File: src/rtl/strmove_engine.sv
module strmove_engine #(
  parameter int OFF_W     = 16,
  parameter int SEG_SHIFT = 4,
  parameter int PFX_WAIT  = 4,
  parameter int ELEM_WAIT = 4
) (
  input  logic                       clk,
  input  logic                       rst_n,
  input  logic                       start,
  input  logic [7:0]                 prefix,
  input  logic [7:0]                 opcode,
  input  logic                       dir_flag,
  input  logic [OFF_W-1:0]           si_in,
  input  logic [OFF_W-1:0]           di_in,
  input  logic [OFF_W-1:0]           cx_in,
  input  logic [OFF_W-1:0]           ds_in,
  input  logic [OFF_W-1:0]           es_in,
  output logic [OFF_W+SEG_SHIFT-1:0] mem_addr,
  output logic                       mem_rd,
  output logic                       mem_wr,
  output logic [7:0]                 mem_wdata,
  input  logic [7:0]                 mem_rdata,
  output logic [OFF_W-1:0]           si_out,
  output logic [OFF_W-1:0]           di_out,
  output logic [OFF_W-1:0]           cx_out,
  output logic                       done,
  output logic                       repeat_again,
  output logic                       bad_prefix
);
  localparam int AW   = OFF_W + SEG_SHIFT;
  localparam int MAXW = (PFX_WAIT > ELEM_WAIT) ? PFX_WAIT : ELEM_WAIT;
  localparam int CW   = $clog2(MAXW + 1);

  typedef enum logic [2:0] {S_IDLE, S_PFX, S_WAIT, S_RD, S_WR, S_FIN} st_t;

  st_t              st;
  logic [CW-1:0]    cnt;
  logic [OFF_W-1:0] si_q, di_q, cx_q, ds_q, es_q;
  logic [7:0]       op_q, buf_q;
  logic             dir_q, rep_q, hi_q, again_q, inv_q;

  wire in_rep   = (prefix == 8'hF2) || (prefix == 8'hF3);
  wire in_move  = (opcode[7:1] == 7'h52);
  wire is_move  = (op_q[7:1] == 7'h52);
  wire is_word  = op_q[0];
  wire op_valid = (op_q[7:2] == 6'h1B) || (op_q[7:2] == 6'h29) ||
                  (op_q[7:1] == 7'h55) || (op_q[7:2] == 6'h2B);

  wire [OFF_W-1:0] step    = is_word ? OFF_W'(2) : OFF_W'(1);
  wire [OFF_W-1:0] si_next = dir_q ? si_q - step : si_q + step;
  wire [OFF_W-1:0] di_next = dir_q ? di_q - step : di_q + step;
  wire [OFF_W-1:0] src_off = si_q + OFF_W'(hi_q);
  wire [OFF_W-1:0] dst_off = di_q + OFF_W'(hi_q);
  wire [AW-1:0]    src_adr = {ds_q, {SEG_SHIFT{1'b0}}} + AW'(src_off);
  wire [AW-1:0]    dst_adr = {es_q, {SEG_SHIFT{1'b0}}} + AW'(dst_off);

  assign mem_rd       = (st == S_RD);
  assign mem_wr       = (st == S_WR);
  assign mem_addr     = mem_rd ? src_adr : dst_adr;
  assign mem_wdata    = buf_q;
  assign done         = (st == S_FIN);
  assign si_out       = si_q;
  assign di_out       = di_q;
  assign cx_out       = cx_q;
  assign repeat_again = again_q;
  assign bad_prefix   = inv_q;

  always_ff @(posedge clk or negedge rst_n) begin
    if (!rst_n) begin
      st <= S_IDLE; cnt <= '0;
      si_q <= '0; di_q <= '0; cx_q <= '0; ds_q <= '0; es_q <= '0;
      op_q <= '0; buf_q <= '0;
      dir_q <= 1'b0; rep_q <= 1'b0; hi_q <= 1'b0; again_q <= 1'b0; inv_q <= 1'b0;
    end else begin
      unique case (st)
        S_IDLE: if (start) begin
          si_q <= si_in; di_q <= di_in; cx_q <= cx_in; ds_q <= ds_in; es_q <= es_in;
          op_q <= opcode; dir_q <= dir_flag; rep_q <= in_rep;
          hi_q <= 1'b0; again_q <= 1'b0; inv_q <= 1'b0;
          if (in_rep) begin
            st <= S_PFX; cnt <= CW'(PFX_WAIT - 1);
          end else if (in_move) begin
            st <= S_WAIT; cnt <= CW'(ELEM_WAIT - 1);
          end else begin
            st <= S_FIN;
          end
        end
        S_PFX: begin
          if (cnt != '0) cnt <= cnt - 1'b1;
          else if (!op_valid) begin
            inv_q <= 1'b1; st <= S_FIN;
          end else if (cx_q == '0) st <= S_FIN;
          else begin
            cx_q <= cx_q - 1'b1;
            if (is_move) begin
              st <= S_WAIT; cnt <= CW'(ELEM_WAIT - 1);
            end else st <= S_FIN;
          end
        end
        S_WAIT: begin
          if (cnt != '0) cnt <= cnt - 1'b1;
          else st <= S_RD;
        end
        S_RD: begin
          buf_q <= mem_rdata; st <= S_WR;
        end
        S_WR: begin
          if (is_word && !hi_q) begin
            hi_q <= 1'b1; st <= S_RD;
          end else begin
            si_q <= si_next; di_q <= di_next; again_q <= rep_q; st <= S_FIN;
          end
        end
        S_FIN: st <= S_IDLE;
        default: st <= S_IDLE;
      endcase
    end
  end

  AST_DONE_PULSE: assert property (@(posedge clk) disable iff (!rst_n)
    done |=> !done);
  AST_PORT_EXCL: assert property (@(posedge clk) disable iff (!rst_n)
    !(mem_rd && mem_wr));
  AST_WR_AFTER_RD: assert property (@(posedge clk) disable iff (!rst_n)
    mem_wr |-> $past(mem_rd));
  AST_CX_ZERO_EXIT: assert property (@(posedge clk) disable iff (!rst_n)
    (st == S_PFX && cnt == '0 && op_valid && cx_q == '0) |=> (done && cx_out == '0 && !repeat_again));
  AST_BAD_EXIT: assert property (@(posedge clk) disable iff (!rst_n)
    (st == S_PFX && cnt == '0 && !op_valid) |=> (done && bad_prefix && !repeat_again && $stable(cx_out)));
  AST_HOLD_IDLE: assert property (@(posedge clk) disable iff (!rst_n)
    (st == S_IDLE && !start) |=> ($stable(si_out) && $stable(di_out) && $stable(cx_out)));
endmodule

File: config.mk
export PLATFORM = sky130hd
export DESIGN_NAME = strmove_engine
export DESIGN_NICKNAME = d
export VERILOG_FILES = /design/src/rtl/strmove_engine.sv
export SDC_FILE = /design/constraint.sdc
export NUM_CORES = 1
export LEC_CHECK = 0
export BUFFER_PORTS_ARGS = -buffer_cell sky130_fd_sc_hd__buf_2
export CELL_PAD_IN_SITES_DETAIL_PLACEMENT = 1
export CELL_PAD_IN_SITES_GLOBAL_PLACEMENT = 1
export CORE_MARGIN = 2
export CORE_UTILIZATION = 43
export DETAILED_ROUTE_END_ITERATION = 12
export PLACE_DENSITY = 0.93
export SLEW_MARGIN = 15
export SYNTH_ARGS = -nofsm -noshare
export SYNTH_HDL_FRONTEND = slang
export SYNTH_SLANG_ARGS = --single-unit
File: constraint.sdc
create_clock -name clk -period 9.2 [get_ports clk]
set_input_delay 1.38 -clock clk [delete_from_list [all_inputs] [get_ports clk]]
set_output_delay 1.38 -clock clk [all_outputs]
set_load 0.1 [all_outputs]
**Yosys cells after proc, flatten, opt, wreduce, memory -nomap -nowiden**

Index checks and enable logic that the tools add are counted.

- Add/subtract/negate cells: 10
- Multipliers: 0
- Divide/modulo/power cells: 0
- Order comparisons: 0
- Eq/ne operators: 26
- Shift-type cells: 0
- Muxes and demuxes: 42
- Bitwise gates (word level): 0
- Reduce and logical (&&, ||, !) cells: 19

Operators with widths:

| kind | number |
|---|---|
| $mux W16 | 10 |
| $pmux W16 S2 | 3 |
| $mux W3 | 17 |
| $add A20 B16 Y20 | 2 |
| $add A16 B1 Y16 | 2 |
| $add A16 B2 Y16 | 2 |
| $sub A16 B2 Y16 | 2 |
| $eq A7 B7 Y1 const B | 3 |
| $mux W20 | 1 |
| $eq A8 B8 Y1 const B | 2 |
| $logic_not A16 Y1 | 1 |
| $ne A2 B2 Y1 const B | 8 |
| $sub A16 B1 Y16 const B | 1 |
| $pmux W3 S5 | 1 |
| $eq A6 B6 Y1 const B | 2 |
| $ne A3 B3 Y1 const B | 4 |
| $pmux W3 S3 | 1 |
| $reduce_and A3 Y1 | 3 |
| $reduce_and A7 Y1 | 1 |
| $eq A3 B2 Y1 const B | 2 |
| $eq A3 B3 Y1 const B | 2 |
| $eq A6 B5 Y1 const B | 1 |
| $pmux W1 S2 | 3 |
| $reduce_bool A3 Y1 | 2 |
| other kinds (13) | 21 |

- Bits in registers: 107
- Bits in latches: 0
- Bits in writable memories: 0
- Bits in read-only memories: 0
- Input port bits: 108
- Output and inout bits: 81
- Memories kept: 0

**Longest topological paths before layout**

- Depth in word-level cells: 7
- Gate-level depth with buffers: 16

**Worst setup path before layout**

No wires, ideal clock.

- Path kind: reg2out
- Start point: register si_q[2], in the netlist si_out[2]
- End point: output port mem_addr[19]
- Arrival time: 5.524 ns
- Data required time: 7.820 ns
- Setup slack: 2.296 ns
- Stages on the path, launching flop included: 16
- Path through: dfrtp_1 -> nand3_1 -> nor2_1 -> and3_1 -> and3_1 -> nand2_1 -> xnor2_1 -> ha_1 -> a21oi_1 -> a21oi_1 -> a211oi_1 -> o311ai_0 -> a31oi_1 -> nor2_1 -> xnor2_1 -> o21ai_0

- Cells in the longest elaborated chain, start to end: 3

Ends and longest elaborated chain:

| item | line | text |
|---|---|---|
| start: declaration | 38 | `logic [OFF_W-1:0] si_q, di_q, cx_q, ds_q, es_q;` |
| start signal: assignment | 77 | `si_q <= si_in; di_q <= di_in; cx_q <= cx_in; ds_q <= ds_in; es_q <= es_in;` |
| $add A16 B1 Y16 | 52 | `wire [OFF_W-1:0] src_off = si_q + OFF_W'(hi_q);` |
| $add A20 B16 Y20 | 54 | `wire [AW-1:0] src_adr = {ds_q, {SEG_SHIFT{1'b0}}} + AW'(src_off);` |
| $mux W20 | 59 | `assign mem_addr = mem_rd ? src_adr : dst_adr;` |
| end: declaration | 18 | `output logic [OFF_W+SEG_SHIFT-1:0] mem_addr,` |

Every way passes these cells.

**Worst setup path after layout**

- Start point: register di_q[2], in the netlist di_out[2]
- End point: output port mem_addr[15]

- Cells in the longest elaborated chain, start to end: 3

Ends and longest elaborated chain:

| item | line | text |
|---|---|---|
| start: declaration | 38 |  |
| start signal: assignment | 77 |  |
| $add A16 B1 Y16 | 53 | `wire [OFF_W-1:0] dst_off = di_q + OFF_W'(hi_q);` |
| $add A20 B16 Y20 | 55 | `wire [AW-1:0] dst_adr = {es_q, {SEG_SHIFT{1'b0}}} + AW'(dst_off);` |
| $mux W20 | 59 |  |

Every way passes these cells.

==> results <==
- The clock reaches the later pin of the worst-skew pair after 0.36 ns.
- The floorplan step set the die width to 142 um.
- The total overflow left after global routing is 0.
- The number of hold violations in the final report is 0.
- The detailed-route vias per instance is ~5.7.
- The worst-case clock buffer depth is 2.
- The initial core utilization is a little over two fifths.
- The post-route DRC violation count is 0.
- Summing the sequential cell areas from Yosys gives 32.8% of the chip area.
- By area the synthesized netlist is led by sky130_fd_sc_hd__dfrtp_1, sky130_fd_sc_hd__nand2_1, sky130_fd_sc_hd__ha_1.
- The proportion of synthesized flip-flops having asynchronous set or reset is 100%.
- The run finished with clean final reports.
- The worst hold path belongs to the class reg -> reg.
- The register-to-register setup slack is 6.05 ns.
- Based on the critical path, the design can be clocked at up to 176 MHz.
- The cell area after synthesis is a little over 8000 um^2.
- The relative slew slack is 28.6%.
- The number of nets in the synthesized netlist is 1206.
- The commonest cells after synthesis are sky130_fd_sc_hd__nand2_1, sky130_fd_sc_hd__dfrtp_1, sky130_fd_sc_hd__a21oi_1.
- Summed over all failing endpoints, the final setup total negative slack is 0 ns.
- In this run, synthesis produced a sequential element count of about 110.
- The first global-routing pass estimated 44.4 mm of wire.
- The global-route total usage across every layer is 27.5%.
- Clock tree synthesis inserted a total of 9 buffers.
- Wires add up to 27.1 mm.
- Before antenna repair, the detailed router went through 5 iterations.
- Gates resized during post-CTS repair numbered 0.
- The final RePlAce weighted congestion is between 0.8 and 0.9.
- The number of antenna violations at the first check in global routing was 6.
- After clock tree synthesis, the flow added hold-fix buffers numbering 0.
- The hold slack is approximately 0.48 ns.
- The floorplan core area is 18600 um^2.
- Port buffering added 187 buffers.
- The final critical-path share of the clock period is between 60% and 70%.
- Max-cap violations in this run came to 0.
- For hold timing, the worst endpoint is cnt[2].
- The TritonCTS sink count is 107.
- In this run the mean area of a mapped cell was 7.93 um^2.
- The synthesized design spends more area on one cell type than any other, namely sky130_fd_sc_hd__dfrtp_1.
- The total number of vias is 8255.
- The number of DRC violations after detailed-routing iteration 0 is roughly 390.
- For this run, the share of the core covered by cells in the final layout is 51.7%.
- The floorplan die area is 20100 um^2.
- The number of global-route vias before repair was between 8000 and 9000.
- The start point of the worst hold path is cnt[2].
- Compared with the post-synthesis result, the final layout area differs by 18.2%.
- The shortest clock period the worst path allows after layout is 5.67 ns.
- The number of nets with antenna violations after detailed routing is 0.
- The CTS tree is built.
- The capturing point of the worst reg2reg path is di_out[12].
- The row count is 50.
- Setup violations remaining at the end of the flow were counted as 0.
- The startpoint of the lowest-slack register-to-register path is dir_q.
- The post-synthesis cell count is 1029.
- The required time reported for the critical path endpoint is 7.82 ns.
- The post-CTS setup-driven buffer insertion count is 0.
- The cell depth of the worst flop-to-flop path is 10.
- The netlist uses between 70 and 80 different library cells.
- The total number of H-tree levels is 3.
- The critical path is of the reg -> out type.
- Dividing the detail-routed wire length by the instance count gives 18.9 um.
- Cells with a size suffix above 1 make up 19.1% of the layout.
- The worst hold path stage count is 1.
- In the final design database the tool counted 1374 nets.
- The number of slew-limit violations in the final report is 0.
- For the worst setup path, the data arrival time is 4.29 ns.
- The clock root buffer master is sky130_fd_sc_hd__clkbuf_16.
- Counting flops with a built-in enable in the synthesized netlist gives 0.
- The element type at the critical path start is a flop.
- The area share of the leading cell type in the synthesized netlist is between 30% and 40%.
- The floorplan step set the die height to 142 um.
- During I/O placement, the number of pins put on the boundary was approximately 190.
- Clock-pin slew was measured on the worst setup and hold paths at around 0.080 ns.
- Setup repair after global routing left no endpoint under its margin.
- The worst clock skew is 0.0116 ns.
- The transition time at the pin with the least slew margin is about 1.1 ns.
- The dominant synthesized flop cell is sky130_fd_sc_hd__dfrtp_1.
- sky130_fd_sc_hd__nand2_1 is the most common cell in the netlist.
- The maximum number of pins on one net before global-route repair is 80.
- Along the worst path, the maximum fanout reaches 7.
- The Yosys step of the flow raised 0 warnings.
- The worst setup path is captured at an output port.
- The total half-perimeter wirelength after legalization and detailed placement is 19.9 mm.
## sequential cells by signal (all words and copies together), names as in the netlist, 3 cells and up
name	cells
mem_wdata	8
cx_out	16
si_out	16
di_out	16
es_q	16
ds_q	16
op_q	8
cnt	3
st	3
## layout make-up
type,count,area [um^2]
sequential,107,2680
clock buffer,11,243
inverter,27,101
timing repair buffer,197,1010
antenna,2,5.00
clock inverter,5,85.1
tap,234,293
multi-input combinational,855,5230
fill,2398,9000
## per-stage QoR
step / setup WS, ns / cell area (um^2) / instances
floorplan: 2.30 / 8160 / 1029
global placement: 4.18 / 9300 / 1420
detailed placement: 3.98 / 9300 / 1420
CTS: 3.54 / 9630 / 1436
global route: 3.22 / 9640 / 1436
finish: 3.53 / 9650 / 1438
## worst max-delay path, stage by stage, from the launching register on
cell	delay, ns
sky130_fd_sc_hd__dfrtp_1	0.53
sky130_fd_sc_hd__and3_1	0.25
sky130_fd_sc_hd__and3_1	0.25
sky130_fd_sc_hd__and3_1	0.29
sky130_fd_sc_hd__nand3_1	0.12
sky130_fd_sc_hd__xnor2_1	0.26
sky130_fd_sc_hd__ha_1	0.36
sky130_fd_sc_hd__nand3_1	0.14
sky130_fd_sc_hd__a21oi_1	0.08
sky130_fd_sc_hd__a211oi_1	0.47
sky130_fd_sc_hd__o21bai_1	0.12
sky130_fd_sc_hd__a21oi_1	0.22
sky130_fd_sc_hd__xnor2_1	0.16
sky130_fd_sc_hd__nand2_1	0.09
sky130_fd_sc_hd__o21ai_0	0.09
sky130_fd_sc_hd__buf_2	0.47
## routing by layer
layer  GRT usage [%]  up-vias  wire length, um
li1                -     3946                -
met1            33.0     3991            11400
met2            48.7      242            13400
met3            4.62       72             1350
met4            11.3        4              898
met5               0        -               24
## worst max path at each step
stage	from	end	slack, ns	cells past startpoint
final	di_out[2]	mem_addr[15]	3.53	15
after global routing	di_out[2]	mem_addr[15]	3.22	15
after CTS	di_out[2]	mem_addr[15]	3.54	15
after detailed placement	di_out[2]	mem_addr[15]	3.98	15
after global placement	di_out[2]	mem_addr[15]	4.18	15
after floorplan	si_out[2]	mem_addr[19]	2.30	15
## layout by cell type (no fill, tap or decap), drive strengths merged, types with 11 or more instances in the layout
master / netlist / layout
ha: 65 / 65
nand3: 28 / 28
nand2: 231 / 231
nor3: 17 / 17
or3: 16 / 16
nor2b: 16 / 16
a211oi: 13 / 13
o21ai: 85 / 85
buf: 10 / 197
xnor2: 48 / 48
nand2b: 12 / 12
dfrtp: 107 / 107
clkbuf: 30 / 11
inv: 27 / 28
nor2: 76 / 76
xor2: 28 / 28
o22ai: 14 / 14
o21a: 11 / 11
a21oi: 89 / 89
## cells by family (layout without fill, tap and decap cells)
kind of cell	Yosys count	after routing	share of synthesized area [%]
AOI/OAI and AO/OA	270	270	20.0
muxes	3	3	0.368
adders and majority gates	69	69	10.9
xor gates and xnor gates	76	76	8.16
DFF	107	107	32.8
other	0	2	0
and+or+nand+nor	437	437	24.4
buffers and inverters	67	240	3.30
Power is left out: the tool's default activity adds up to more than one toggle a clock period on the data nets, which glitch-free logic cannot reach.
